--- src/rtl/isa_ide_pkg.sv ---
package isa_ide_pkg;

    typedef enum logic [2:0] {
        ACC_NONE,
        ACC_DATA,
        ACC_DHI,
        ACC_CMD,
        ACC_CTL
    } acc_kind_e;

    typedef struct packed {
        acc_kind_e  kind;
        logic [2:0] reg_idx;
    } reg_slot_t;

    typedef enum logic [1:0] {
        ST_IDLE,
        ST_STROBE,
        ST_ACK
    } eng_state_e;

    localparam logic [2:0] CTL_REG_IDX = 3'd6;
    localparam int         IRQ_LINES   = 5;

    function automatic reg_slot_t mk_slot(input acc_kind_e k, input logic [2:0] r);
        reg_slot_t s;
        s.kind    = k;
        s.reg_idx = r;
        return s;
    endfunction

    function automatic reg_slot_t map_offset(input logic alt_layout, input logic [3:0] offs);
        reg_slot_t s;
        s = mk_slot(ACC_NONE, 3'd0);
        if (!alt_layout) begin
            if (offs == 4'd0)       s = mk_slot(ACC_DATA, 3'd0);
            else if (offs < 4'd8)   s = mk_slot(ACC_CMD, offs[2:0]);
            else if (offs == 4'd8)  s = mk_slot(ACC_DHI, 3'd0);
            else if (offs == 4'd14) s = mk_slot(ACC_CTL, CTL_REG_IDX);
        end else begin
            case (offs)
                4'd0:    s = mk_slot(ACC_DATA, 3'd0);
                4'd1:    s = mk_slot(ACC_DHI, 3'd0);
                4'd7:    s = mk_slot(ACC_CTL, CTL_REG_IDX);
                4'd2, 4'd4, 4'd6:
                         s = mk_slot(ACC_CMD, offs[2:0]);
                4'd8, 4'd10, 4'd12, 4'd14:
                         s = mk_slot(ACC_CMD, {offs[2:1], 1'b1});
                default: s = mk_slot(ACC_NONE, 3'd0);
            endcase
        end
        return s;
    endfunction

    function automatic logic [2:0] irq_line_num(input int idx);
        case (idx)
            0:       return 3'd2;
            1:       return 3'd3;
            2:       return 3'd4;
            3:       return 3'd5;
            default: return 3'd7;
        endcase
    endfunction

endpackage

--- src/rtl/isa_ide_decode.sv ---
module isa_ide_decode
    import isa_ide_pkg::*;
#(
    parameter int          ADDR_W      = 20,
    parameter int          JMP_W       = 4,
    parameter logic [15:0] IO_BASE     = 16'h0200,
    parameter int          IO_STEP_LG2 = 5,
    parameter logic [19:0] ROM_BASE    = 20'hC0000,
    parameter int          ROM_AW      = 14
) (
    input  logic [ADDR_W-1:0] addr,
    input  logic [JMP_W-1:0]  io_jmp,
    input  logic [JMP_W-1:0]  rom_jmp,
    input  logic              alt_layout,
    output logic              io_hit,
    output reg_slot_t         slot,
    output logic              rom_hit,
    output logic [ROM_AW-1:0] rom_offs
);
    localparam int OFF_W = 4;

    logic [15:0]       io_start;
    logic [ADDR_W-1:0] rom_start;

    always_comb begin
        io_start  = IO_BASE + (16'(io_jmp) << IO_STEP_LG2);
        rom_start = ROM_BASE + (ADDR_W'(rom_jmp) << ROM_AW);
        io_hit    = (addr[15:OFF_W] == io_start[15:OFF_W]);
        rom_hit   = (addr[ADDR_W-1:ROM_AW] == rom_start[ADDR_W-1:ROM_AW]);
        rom_offs  = addr[ROM_AW-1:0];
        slot      = map_offset(alt_layout, addr[OFF_W-1:0]);
    end
endmodule

--- src/rtl/isa_ide_holders.sv ---
module isa_ide_holders #(
    parameter int BYTE_W = 8
) (
    input  logic              clk,
    input  logic              rst,
    input  logic              ld_rd,
    input  logic [BYTE_W-1:0] rd_in,
    input  logic              ld_wr,
    input  logic [BYTE_W-1:0] wr_in,
    output logic [BYTE_W-1:0] rd_hold,
    output logic [BYTE_W-1:0] wr_hold
);
    always_ff @(posedge clk) begin
        if (rst) begin
            rd_hold <= '0;
            wr_hold <= '0;
        end else begin
            if (ld_rd) rd_hold <= rd_in;
            if (ld_wr) wr_hold <= wr_in;
        end
    end
endmodule

--- src/rtl/isa_ide_engine.sv ---
module isa_ide_engine
    import isa_ide_pkg::*;
#(
    parameter int STROBE_CYC = 3,
    parameter int BYTE_W     = 8
) (
    input  logic                clk,
    input  logic                rst,
    input  logic                start,
    input  logic                is_wr,
    input  reg_slot_t           slot,
    input  logic [BYTE_W-1:0]   wbyte,
    input  logic [2*BYTE_W-1:0] ide_rdata,
    input  logic [BYTE_W-1:0]   rd_hold,
    input  logic [BYTE_W-1:0]   wr_hold,
    output logic                ld_rd,
    output logic                ld_wr,
    output logic                idle,
    output logic                bus_ack,
    output logic [BYTE_W-1:0]   bus_rdata,
    output logic                ide_cs_cmd,
    output logic                ide_cs_ctl,
    output logic [2:0]          ide_reg,
    output logic [2*BYTE_W-1:0] ide_wdata,
    output logic                ide_rd,
    output logic                ide_wr
);
    localparam int CNT_W = (STROBE_CYC < 2) ? 1 : $clog2(STROBE_CYC);
    localparam logic [CNT_W-1:0] CNT_LAST = CNT_W'(STROBE_CYC - 1);

    eng_state_e          state;
    logic [CNT_W-1:0]    cnt;
    logic                cur_wr;
    logic                cur_ctl;
    logic                cur_data;
    logic [2:0]          cur_reg;
    logic [2*BYTE_W-1:0] out_word;
    logic [BYTE_W-1:0]   rsp_byte;
    logic                drive_acc;
    logic                strobe_end;

    always_comb begin
        idle       = (state == ST_IDLE);
        drive_acc  = (slot.kind == ACC_DATA) || (slot.kind == ACC_CMD) || (slot.kind == ACC_CTL);
        strobe_end = (state == ST_STROBE) && (cnt == CNT_LAST);
        ld_wr      = idle && start && is_wr && (slot.kind == ACC_DHI);
        ld_rd      = strobe_end && !cur_wr && cur_data;
    end

    always_ff @(posedge clk) begin
        if (rst) begin
            state    <= ST_IDLE;
            cnt      <= '0;
            cur_wr   <= 1'b0;
            cur_ctl  <= 1'b0;
            cur_data <= 1'b0;
            cur_reg  <= '0;
            out_word <= '0;
            rsp_byte <= '0;
        end else begin
            case (state)
                ST_IDLE: begin
                    if (start) begin
                        if (drive_acc) begin
                            state    <= ST_STROBE;
                            cnt      <= '0;
                            cur_wr   <= is_wr;
                            cur_ctl  <= (slot.kind == ACC_CTL);
                            cur_data <= (slot.kind == ACC_DATA);
                            cur_reg  <= slot.reg_idx;
                            out_word <= (slot.kind == ACC_DATA) ? {wr_hold, wbyte}
                                                                : {{BYTE_W{1'b0}}, wbyte};
                        end else begin
                            state    <= ST_ACK;
                            rsp_byte <= (!is_wr && slot.kind == ACC_DHI) ? rd_hold : '0;
                        end
                    end
                end
                ST_STROBE: begin
                    if (cnt == CNT_LAST) begin
                        state    <= ST_ACK;
                        rsp_byte <= cur_wr ? '0 : ide_rdata[BYTE_W-1:0];
                    end else begin
                        cnt <= cnt + 1'b1;
                    end
                end
                default: state <= ST_IDLE;
            endcase
        end
    end

    always_comb begin
        ide_rd     = (state == ST_STROBE) && !cur_wr;
        ide_wr     = (state == ST_STROBE) && cur_wr;
        ide_cs_cmd = (state == ST_STROBE) && !cur_ctl;
        ide_cs_ctl = (state == ST_STROBE) && cur_ctl;
        ide_reg    = cur_reg;
        ide_wdata  = out_word;
        bus_ack    = (state == ST_ACK);
        bus_rdata  = bus_ack ? rsp_byte : '0;
    end
endmodule

--- src/rtl/isa_ide_irq_route.sv ---
module isa_ide_irq_route
    import isa_ide_pkg::*;
(
    input  logic                 ide_irq,
    input  logic [2:0]           irq_sel,
    output logic [IRQ_LINES-1:0] irq_lines
);
    for (genvar g = 0; g < IRQ_LINES; g++) begin : g_line
        assign irq_lines[g] = ide_irq && (irq_sel == irq_line_num(g));
    end
endmodule

--- src/rtl/isa8_ide_bridge.sv ---
module isa8_ide_bridge
    import isa_ide_pkg::*;
#(
    parameter int          STROBE_CYC = 3,
    parameter logic [15:0] IO_BASE    = 16'h0200,
    parameter logic [19:0] ROM_BASE   = 20'hC0000,
    parameter int          ROM_AW     = 14
) (
    input  logic              clk,
    input  logic              rst,
    input  logic [19:0]       bus_addr,
    input  logic              io_rd_req,
    input  logic              io_wr_req,
    input  logic              mem_rd_req,
    input  logic [7:0]        bus_wdata,
    output logic [7:0]        bus_rdata,
    output logic              bus_ack,
    input  logic [3:0]        io_jmp,
    input  logic [3:0]        rom_jmp,
    input  logic [2:0]        irq_sel,
    input  logic              layout_b,
    output logic              rom_sel,
    output logic [ROM_AW-1:0] rom_offs,
    output logic              ide_cs_cmd,
    output logic              ide_cs_ctl,
    output logic [2:0]        ide_reg,
    output logic [15:0]       ide_wdata,
    input  logic [15:0]       ide_rdata,
    output logic              ide_rd,
    output logic              ide_wr,
    input  logic              ide_irq,
    output logic [4:0]        irq_lines
);
    localparam int BYTE_W = 8;

    logic              io_hit;
    logic              rom_hit;
    reg_slot_t         slot;
    logic              idle;
    logic              start;
    logic              ld_rd;
    logic              ld_wr;
    logic [BYTE_W-1:0] rd_hold;
    logic [BYTE_W-1:0] wr_hold;

    isa_ide_decode #(
        .ADDR_W(20), .JMP_W(4), .IO_BASE(IO_BASE), .IO_STEP_LG2(5),
        .ROM_BASE(ROM_BASE), .ROM_AW(ROM_AW)
    ) u_decode (
        .addr(bus_addr), .io_jmp(io_jmp), .rom_jmp(rom_jmp), .alt_layout(layout_b),
        .io_hit(io_hit), .slot(slot), .rom_hit(rom_hit), .rom_offs(rom_offs)
    );

    assign start   = (io_rd_req || io_wr_req) && io_hit && idle;
    assign rom_sel = mem_rd_req && rom_hit;

    isa_ide_holders #(.BYTE_W(BYTE_W)) u_holders (
        .clk(clk), .rst(rst),
        .ld_rd(ld_rd), .rd_in(ide_rdata[2*BYTE_W-1:BYTE_W]),
        .ld_wr(ld_wr), .wr_in(bus_wdata),
        .rd_hold(rd_hold), .wr_hold(wr_hold)
    );

    isa_ide_engine #(.STROBE_CYC(STROBE_CYC), .BYTE_W(BYTE_W)) u_engine (
        .clk(clk), .rst(rst), .start(start), .is_wr(io_wr_req), .slot(slot),
        .wbyte(bus_wdata), .ide_rdata(ide_rdata), .rd_hold(rd_hold), .wr_hold(wr_hold),
        .ld_rd(ld_rd), .ld_wr(ld_wr), .idle(idle), .bus_ack(bus_ack), .bus_rdata(bus_rdata),
        .ide_cs_cmd(ide_cs_cmd), .ide_cs_ctl(ide_cs_ctl), .ide_reg(ide_reg),
        .ide_wdata(ide_wdata), .ide_rd(ide_rd), .ide_wr(ide_wr)
    );

    isa_ide_irq_route u_irq (
        .ide_irq(ide_irq), .irq_sel(irq_sel), .irq_lines(irq_lines)
    );
endmodule

--- config.mk ---
export PLATFORM = sky130hd
export DESIGN_NAME = isa8_ide_bridge
export DESIGN_NICKNAME = d
export VERILOG_FILES = /design/src/rtl/isa_ide_pkg.sv /design/src/rtl/isa_ide_decode.sv /design/src/rtl/isa_ide_holders.sv /design/src/rtl/isa_ide_engine.sv /design/src/rtl/isa_ide_irq_route.sv /design/src/rtl/isa8_ide_bridge.sv
export SDC_FILE = /design/constraint.sdc
export NUM_CORES = 1
export LEC_CHECK = 0
export ABC_AREA = 1
export BUFFER_PORTS_ARGS = -buffer_cell sky130_fd_sc_hd__buf_2
export CORE_ASPECT_RATIO = 1.2
export CORE_MARGIN = 4
export CORE_UTILIZATION = 41
export DETAILED_ROUTE_END_ITERATION = 8
export HOLD_SLACK_MARGIN = 0.05
export PLACE_DENSITY_LB_ADDON = 0.3
export SETUP_SLACK_MARGIN = 0.4
export SYNTH_ARGS = -nofsm -noshare
export SYNTH_HDL_FRONTEND = slang
export SYNTH_SLANG_ARGS = --single-unit
--- constraint.sdc ---
create_clock -name clk -period 3.4 [get_ports clk]
set_input_delay 0.51 -clock clk [delete_from_list [all_inputs] [get_ports clk]]
set_output_delay 0.51 -clock clk [all_outputs]
set_load 0.02 [all_outputs]
# Word level (Yosys, flattened, before mapping)
# Index checks and enable logic that the tools add are counted.
# totals
register_bits	50
out_inout_bits	52
wordCells	98
in_bits	62
# op_classes
eq_ne	28
addsub	3
n_mux	22
reduce_logical	34
order_cmp	1
# op_table
op	count
$mux 8	6
$mux 6	5
$pmux 6 s5	1
$add 19x19->20 const A	1
$logic_and 1x1->1	19
$eq 4x4->1 const B	4
$mux 16	1
$pmux 8 s2	1
$eq 12x12->1	1
$eq 3x2->1 const B	4
$eq 3x3->1 const B	4
$eq 4x3->1 const B	3
$mux 2	6
$add 10x9->11 const A	1
$pmux 2 s2	2
$reduce_and 4->1	2
$eq 6x6->1	1
$ne 2x1->1 const B	3
$eq 2x2->1 const B	2
$eq 4x1->1 const B	1
$eq 4x2->1 const B	1
$logic_not 4->1	1
$lt 4x4->1 const B	1
$ne 2x2->1 const B	2
11 further kinds	15

# Longest topological paths before layout
# Gate-level depths: netlist (run 1).
# depth
word_depth	12
mapped_depth	11
ltp_nobuf	10

# Cells and area by module
# From an unflattened synthesis (run 1), not the netlist that was laid out.
# hier_totals
cells_unflattened	450
hier_area_um2	2796.4
# by_module_without_submodules
mod	n_inst	area_each_um2	cells_per_inst	seq_area_each_um2
isa_ide_engine	1	1565.3	232	680.7
isa_ide_holders	1	698.2	102	320.3
isa_ide_decode	1	461.7	97	0.0
isa_ide_irq_route	1	52.6	14	0.0
isa8_ide_bridge	1	18.8	5	0.0

# Least setup slack after synthesis (run 1)
# OpenSTA, ideal clock, no wires.
# synth_path
path_kind	in2out
startpoint	in rom_jmp[2]
endpoint	out rom_sel
t_arrival_ps	1364
path_buffers	0
stages	2
setup_slack_ps	1526
required_ps	2890
cell_sequence	xor2_1 -> nor4_1
# synth_via
elab_chain_len	3
# synth_rtl
element	line_no	source
from (decl)	isa8_ide_bridge.sv:19	input logic [3:0] rom_jmp,
$add 19x19->20	isa_ide_decode.sv:27	rom_start = ROM_BASE + (ADDR_W'(rom_jmp) << ROM_AW);
$eq 6x6->1	isa_ide_decode.sv:29	rom_hit = (addr[ADDR_W-1:ROM_AW] == rom_start[ADDR_W-1:ROM_AW]);
$logic_and 1x1->1	isa8_ide_bridge.sv:55	assign rom_sel = mem_rd_req && rom_hit;
to (decl)	isa8_ide_bridge.sv:22	output logic rom_sel,
# No other way between the ends.

# Worst setup path after layout (run 1)
# layout_path
startpoint	in bus_addr[11]
endpoint	reg u_engine.cur_reg[2] (netlist: u_engine.ide_reg[2])
# layout_via
elab_chain_len	4
# layout_rtl
element	line_no	source
from (decl)	isa8_ide_bridge.sv:11	input logic [19:0] bus_addr,
$eq 12x12->1	isa_ide_decode.sv:28	io_hit = (addr[15:OFF_W] == io_start[15:OFF_W]);
$logic_and 1x1->1 (2 in series)	isa8_ide_bridge.sv:54	assign start = (io_rd_req || io_wr_req) && io_hit && idle;
$reduce_and 3->1 (no line)	-	
to (signal assigned)	isa_ide_engine.sv:70	cur_reg <= slot.reg_idx;
to (decl)	isa_ide_engine.sv:36	logic [2:0] cur_reg;
# No other way between the ends.
# A chain may end at the register's enable or synchronous reset.

==> results.txt, run 1 <==
- The flow ran to the end, and the final reports show no timing, DRC or antenna violations.
- The first detailed-routing pass took 4 iterations.
- The worst setup path is launched from a primary input.
- Endpoint required time on the critical path: 3.60 ns
- Die ar.: 0.008405 mm2
* Clock Skew: 0.01438 ns
- Dividing the synthesized area by the synthesized cell count gives 6.223 um2.
- The die is 99.64 um tall.
* Dominant cell type by area after synthesis: sky130_fd_sc_hd__dfxtp_1
- The endpoint identified for the worst register-to-register timing path is u_engine.ide_reg[2]$_SDFFE_PP0P_.
* Count of pins over their slew limit: 0
- Net count of the mapped netlist: 524
* Leading cell types in the layout, fill and taps excluded: sky130_fd_sc_hd__nand2_1, sky130_fd_sc_hd__buf_2, sky130_fd_sc_hd__nor2_1, sky130_fd_sc_hd__inv_1, sky130_fd_sc_hd__dfxtp_1
- The synthesized netlist occupies a cell area of 0.002869 mm2.
* Launch point of the worst path: bus_addr[11]
- Dominant cell type by count on the critical path: sky130_fd_sc_hd__nor2_1
- Of the available clock period, the critical path in the final layout requires 78.97%.
- Most instantiated flip-flop cell in the synthesis netlist: sky130_fd_sc_hd__dfxtp_1
- Number of buffers added for setup after CTS: 0
- Final hold violation count: 0
- Largest net degree at the start of global routing: 40
- Wire length of the first global-routing pass: 11700 um
- Drt wl/cell: 10.96 um
- Biggest cell delay along the critical path: 0.82 ns
- Setup violations remaining at the end of the flow were counted as 0.
* Synthesis Warnings: 0
- Final nets: 614
* RSZ-0062 raised after global routing: no
- Synthesis inferred 50 register bits.
- Fill cell instance count of the final layout: 754
- Synth cell types: 30
- The congestion estimate from routability-driven global placement came to 0.8148.
* Quantity of hold-fixing buffers added after cts: 0
- Total power after layout: 1.093 mW
* Maximum clock frequency: 372.4 MHz
- Once detailed placement completed, the half-perimeter wirelength came to 5478 um.
- In this run the remaining antenna-violating nets after routing total 0.
* Initial antenna violation count: 0
* Depth of the worst register-to-register path: 4
- In the synthesized netlist, the number of instances is 461.
- Antenna diode instance count: 0
- Category of the worst setup path capture point: flop
* Capturing element of the worst setup path: u_engine.ide_reg[2]$_SDFFE_PP0P_
- The H-tree generated during clock tree synthesis spans 2 levels.
- DP Worst Slack: 0.3869 ns
- Gates resized during post-CTS repair numbered 0.
- Most frequent standard cell in the layout excluding fill and tap cells: sky130_fd_sc_hd__nand2_1
* Slew at the pin with the worst max-slew slack: 0.9789 ns
- Clock tree synthesis inserted a total of 5 buffers.
- The count of buffers added on input and output ports is 113.
- Summing the sequential cell areas from Yosys gives 34.89% of the chip area.
- Count of unresolved DRC violations after routing: 0
- In the post-synthesis netlist, the biggest area contributors are sky130_fd_sc_hd__dfxtp_1, sky130_fd_sc_hd__nand2_1, sky130_fd_sc_hd__nor2_1.
- In this run the static leakage power is 1.874 nW.
- Number of global-route vias before repair: 2833
* Setup ws final: 0.7149 ns
- Across all register-to-register paths, the minimum setup slack is 0.95 ns.
- Highest fanout seen on the critical path: 39
- Measured against its own limit, the worst slew margin works out to 34.24%.
- Proportion of layout cells with a drive suffix above 1: 26.45%
- Area used by multi-input combinational logic: 0.001399 mm2
- Summed over all failing endpoints, the final setup total negative slack is 0 ns.
- Peak supply drop: 202.7 uV
- The min-delay analysis places its worst path in the category primary input to flop.
- Power density cells: 318.4 mW/mm2
- After detailed routing, the number of vias per cell comes to 4.618.
- The register with the most flip-flops in the layout has 16 of them.
- In this run the critical register-to-register path is launched from u_engine.state[1]$_SDFFE_PP0P_.
* Effective utilization at floorplan: 42.11%
- Share of flip-flops with an asynchronous set or reset after synthesis: 0%
* Iteration-0 DRC Markers: 122
* Max clock buf depth: 2
- Worst path cell trace: buf_2 > or2_0 > nor2_1 > nand3b_1 > nor2_1 > nand3_2 > o21ai_0 > nor2_1
- Global route overflow: 0
- Final Routed Wirelength: 7001 um
- The clock net in this run drives a total of 50 sinks.
- The routed layout has 2951 vias.
* Clock slew at the register clock pins of the worst setup and hold paths: 0.11 ns
* Count of maximum capacitance violations: 0
- Subtracting the final worst setup slack from the clock period gives 2.685 ns.
- By startpoint and endpoint, the worst setup path is classified as primary input to flop.
- Number of placement rows: 33
- Horiz. Die Dim: 84.36 um
* Area growth, synth to finish: 19.62%
- The synthesized design contains 0 enable-type register cells.
- Reg area: 0.001001 mm2
* Total GRT Usage: 16.48%
- Critical path's slowest cell: sky130_fd_sc_hd__nand3_2
- After floorplanning, the core was sized to cover 0.006813 mm2.
* Clock insertion delay at the later pin of the skew report: 0.31 ns
- For this design the top-level I/O count stands at 114.
- Summed over its instances, the top area cell type makes up 34.89% of the synthesized netlist area.
- Worst path arrival time: 2.88 ns
- TritonCTS clock tree: done
* Root Buffer: sky130_fd_sc_hd__clkbuf_8
[synthesized netlist by cell type, types with 2 or more instances]
master                     instances
sky130_fd_sc_hd__nand3_1          12
sky130_fd_sc_hd__nor2_2            9
sky130_fd_sc_hd__buf_6             5
sky130_fd_sc_hd__buf_2             6
sky130_fd_sc_hd__o21ai_1           3
sky130_fd_sc_hd__dfxtp_1          50
sky130_fd_sc_hd__xor2_1            2
sky130_fd_sc_hd__inv_1            65
sky130_fd_sc_hd__inv_2             3
sky130_fd_sc_hd__or2_2             3
sky130_fd_sc_hd__buf_4            14
sky130_fd_sc_hd__a21oi_1          22
sky130_fd_sc_hd__nand2_1         116
sky130_fd_sc_hd__nor3_1            2
sky130_fd_sc_hd__nor2_1           97
sky130_fd_sc_hd__o21ai_0          12
sky130_fd_sc_hd__nand3_2           4
sky130_fd_sc_hd__clkbuf_1          6
sky130_fd_sc_hd__nand4_1          19
[final cells by class]
type	instances	share of cell area, %
timing repair buffer	114	16.70
sequential	50	29.17
clock buffer	5	2.005
tap	87	3.172
inverter	68	7.437
multi-input combinational	312	40.76
clock inverter	3	0.7656
[how the worst min path moves through the flow]
stage / start / to / slack, ns / cells past startpoint
final: bus_wdata[5] / u_engine.ide_wdata[5]$_SDFFE_PP0P_ / 0.43 / 3
after global routing: bus_wdata[5] / u_engine.ide_wdata[5]$_SDFFE_PP0P_ / 0.44 / 3
after CTS: bus_wdata[5] / u_engine.ide_wdata[5]$_SDFFE_PP0P_ / 0.43 / 3
after detailed placement: u_holders.rd_hold[4]$_SDFFE_PP0P_ / u_holders.rd_hold[4]$_SDFFE_PP0P_ / 0.45 / 2
after global placement: u_holders.rd_hold[4]$_SDFFE_PP0P_ / u_holders.rd_hold[4]$_SDFFE_PP0P_ / 0.44 / 2
after floorplan: u_holders.rd_hold[0]$_SDFFE_PP0P_ / u_holders.rd_hold[0]$_SDFFE_PP0P_ / 0.43 / 2
[logic make-up after synthesis]
logic type      count (synthesis)  share of synthesized area, %
compound gates                 40                         7.327
fa+ha+maj                       1                        0.4360
simple gates                  269                         40.38
flops                          50                         34.89
xor+xnor                        2                        0.6107
buf+inv                        99                         16.35
[through the flow]
stage / hold slack [ns] / instance area (um2) / utilization (%) / cells
after global routing: 0.4405 / 3432 / 50.38 / 639
after global placement: 0.4428 / 3337 / 48.98 / 631
after floorplan: 0.4301 / 2869 / - / 461
after detailed placement: 0.4478 / 3337 / 48.98 / 631
after CTS: 0.4316 / 3432 / 50.38 / 639
final: 0.4347 / 3432 / 50.38 / 639
[critical path: cells and delay by family]
family	cells	cell delay, ns
compound gates	1	0.42
simple gates	6	1.83
buf+inv	1	0.11
[report_power, final]
| part | internal, mW | switching, mW | leakage [nW] |
|---|---|---|---|
| combinational | 0.0537 | 0.0847 | 1.42 |
| clock | 0.152 | 0.217 | 0.0491 |
| sequential | 0.585 | 0.0000486 | 0.402 |
[per-layer routing]
| metal | up-vias | global-route usage (%) | part of all wire (%) |
|---|---|---|---|
| li1 | 1580 | - | - |
| met1 | 1288 | 17.37 | 41 |
| met2 | 77 | 31.96 | 51 |
| met3 | 6 | 4.557 | 7.3 |
| met4 | 0 | 4.141 | 0.90 |
| met5 | - | 0 | 0 |
No activity file was read; power rests on OpenSTA's default activity.
==> run 2: changes to the inputs <==
==> constraint.sdc (replaced) <==
create_clock -name clk -period 2.6 [get_ports clk]
set_input_delay 0.39 -clock clk [delete_from_list [all_inputs] [get_ports clk]]
set_output_delay 0.39 -clock clk [all_outputs]
set_load 0.02 [all_outputs]
==> results.txt, run 2 (synthesis gave the netlist of run 1 again) <==
* Horiz. Die Dim: 84.36 um (unchanged)
- Iteration-0 DRC Markers: 116 (-4.9%)
- The post-layout total power is 1.525 mW (+40%).
- The number of sinks driven by the clock tree was 50 (unchanged).
* Effective utilization at floorplan: 42.11% (unchanged)
* Die ar.: 0.008405 mm2 (unchanged)
- Classification of the worst-slack hold path: primary input to flop
- Register-to-register path setup slack: 0.98 ns (+0.03 ns)
- The initial antenna violation count was 0 (unchanged).
- The detailed placer's ending HPWL came to 5360 um (-2.2%).
- Number of buffers added for setup after CTS: 0 (unchanged)
- In this run the clock root is driven by a sky130_fd_sc_hd__clkbuf_8.
- The total negative setup slack was 0 ns (unchanged).
* Depth of the worst register-to-register path: 6 (+2)
- The final net count is 618 (+0.65%).
* Io pins: 114 (unchanged)
- RePlAce Congestion: 0.8006 (-1.7%)
* Endpoint required time on the critical path: 2.21 ns (-1.39 ns)
- Startpoint type of the worst setup path: flop
* Highest fanout seen on the critical path: 10 (-74%)
* # H-tree levels: 2 (unchanged)
- Final hold violation count: 0 (unchanged)
- Proportion of layout cells with a drive suffix above 1: 26.98% (+0.53 points)
- The via count of the first global-routing pass came to 2698 (-4.8%).
- Wire length of the first global-routing pass: 11400 um (-2.5%)
* Antenna diode instance count: 0 (unchanged)
- Clock insertion delay at the later pin of the skew report: 0.31 ns (about the same)
- Slew margin rel.: 53.12% (+19 points)
* Fill cell instance count of the final layout: 731 (-3.1%)
- Drt wl/cell: 10.77 um (-1.7%)
- Max clock buf depth: 2 (unchanged)
- RR Startpoint: u_engine.state[1]$_SDFFE_PP0P_
- From synthesis to final layout, the design area changed by 21.89%.
- The path with the worst hold slack has its endpoint at u_engine.ide_wdata[4]$_SDFFE_PP0P_.
- Hold-critical path depth: 3 (unchanged)
- The endpoint identified for the worst register-to-register timing path is u_holders.rd_hold[6]$_SDFFE_PP0P_.
- Outcome: finished, final reports clean
* Global route overflow: 0 (unchanged)
* TritonCTS buffer count: 5 (unchanged)
- The clock skew came to 0.01048 ns (-0.003902 ns).
- Cts repair resizes: 0 (unchanged)
- The remaining antenna violation count after routing is 0 (unchanged).
- Count of maximum capacitance violations: 0 (unchanged)
- TritonCTS built the clock tree.
- The detailed-router iteration count before antenna repair came to 4 (unchanged).
* Vias after detailed routing: 2982 (+1.1%)
- Clock period minus worst slack: 1.817 ns
- The worst vdd rail ir drop was 263.4 uV (+30%).
* Count of unresolved DRC violations after routing: 0 (unchanged)
- The leakage power figure is 1.906 nW (+1.8%).
* Category of the worst setup path capture point: output port
- Count of pins over their slew limit: 0 (unchanged)
* Worst Setup Path Type: flop to output port
- Utilization of the core after routing: 51.33% (+0.95 points)
- The all-layer global routing usage was 16.14% (-0.33 points).
* Flip-flop count of the largest register after layout: 16 (unchanged)
* Power density cells: 436.1 mW/mm2 (+37%)
- Number of placement rows: 33 (unchanged)
- Clock slew at the register clock pins of the worst setup and hold paths: 0.11 ns (about the same)
- The final critical path takes up 69.89% of the cycle.
* Final setup violation count: 0 (unchanged)
- Most frequent standard cell in the layout excluding fill and tap cells: sky130_fd_sc_hd__nand2_1
* # port buffers: 113 (unchanged)
- The arrival time at the worst endpoint was 1.43 ns (-1.45 ns).
- Quantity of hold-fixing buffers added after cts: 0 (unchanged)
- Core footprint: 0.006813 mm2 (unchanged)
* Slew at the pin with the worst max-slew slack: 0.7024 ns (-0.2766 ns)
- The total detailed-routing wirelength came to 6928 um (-1.0%).
- The number of vias per cell came to 4.638 (+0.42%).
- Maximum clock frequency: 550.3 MHz
- Min-Delay Startpoint: bus_wdata[4]
- Die extent in y: 99.64 um (unchanged)
- Design Area, Final: 0.003497 mm2 (+1.9%)
* Area of placed instances: 0.003379 mm2 (+1.3%)
* Leading cell types in the layout, fill and taps excluded: sky130_fd_sc_hd__nand2_1, sky130_fd_sc_hd__buf_2, sky130_fd_sc_hd__nor2_1, sky130_fd_sc_hd__inv_1, sky130_fd_sc_hd__dfxtp_1
- RSZ-0062 raised after global routing: no
- Largest net degree at the start of global routing: 33 (-18%)
## run 2: power breakdown
part	internal, mW	switching (mW)
clock	0.294	0.285
combinational	0.0706	0.111
sequential	0.765	0.0000667
## run 2: area by class of cell
type / instances / area, um2 / share of cell area, %
Tap cell: 87 / 108.9 / 3.113
Clock buffer: 5 / 68.82 / 1.968
Multi-Input combinational cell: 312 / 1399 / 40.00
Timing Repair Buffer: 118 / 615.6 / 17.60
Sequential cell: 50 / 1001 / 28.62
Clock inverter: 3 / 48.80 / 1.395
Inverter: 68 / 255.2 / 7.299
## run 2: critical path, cell delays in order, from the launching register on
cell and delay (ns):
sky130_fd_sc_hd__dfxtp_1 0.32, sky130_fd_sc_hd__inv_1 0.08, sky130_fd_sc_hd__nand2_2 0.14, sky130_fd_sc_hd__nor2_2 0.34, sky130_fd_sc_hd__buf_2 0.24
## run 2: routing by layer
metal | up-vias | track usage, % | routed length (um)
li1 | 1577 | - | -
met2 | 96 | 29.47 | 3422
met1 | 1301 | 18.38 | 2923
met3 | 8 | 4.391 | 508
met5 | - | 0 | 0
met4 | 0 | 4.629 | 75
## run 2: worst max-delay path by stage
stage                                    from                                 to  slack [ns]
2_1_floorplan                      rom_jmp[2]                            rom_sel        0.97
3_3_place_gp                         layout_b  u_engine.rsp_byte[4]$_SDFFE_PP0P_        0.71
3_5_place_dp                         layout_b  u_engine.rsp_byte[4]$_SDFFE_PP0P_        0.67
4_1_cts        u_engine.state[1]$_SDFFE_PP0P_                             ide_rd        0.78
5_1_grt        u_engine.state[1]$_SDFFE_PP0P_                             ide_rd        0.70
6_report       u_engine.state[1]$_SDFFE_PP0P_                             ide_rd        0.78
## run 2: per-stage QoR
stage                     hold WS [ns]  setup slack (ns)  std cells
after global placement          0.4440            0.7112        635
after detailed placement        0.4458            0.6720        635
after CTS                       0.3211            0.7819        643
after floorplan                 0.4301            0.9662        461
final                           0.3226            0.7829        643
after global routing            0.3232            0.6975        643
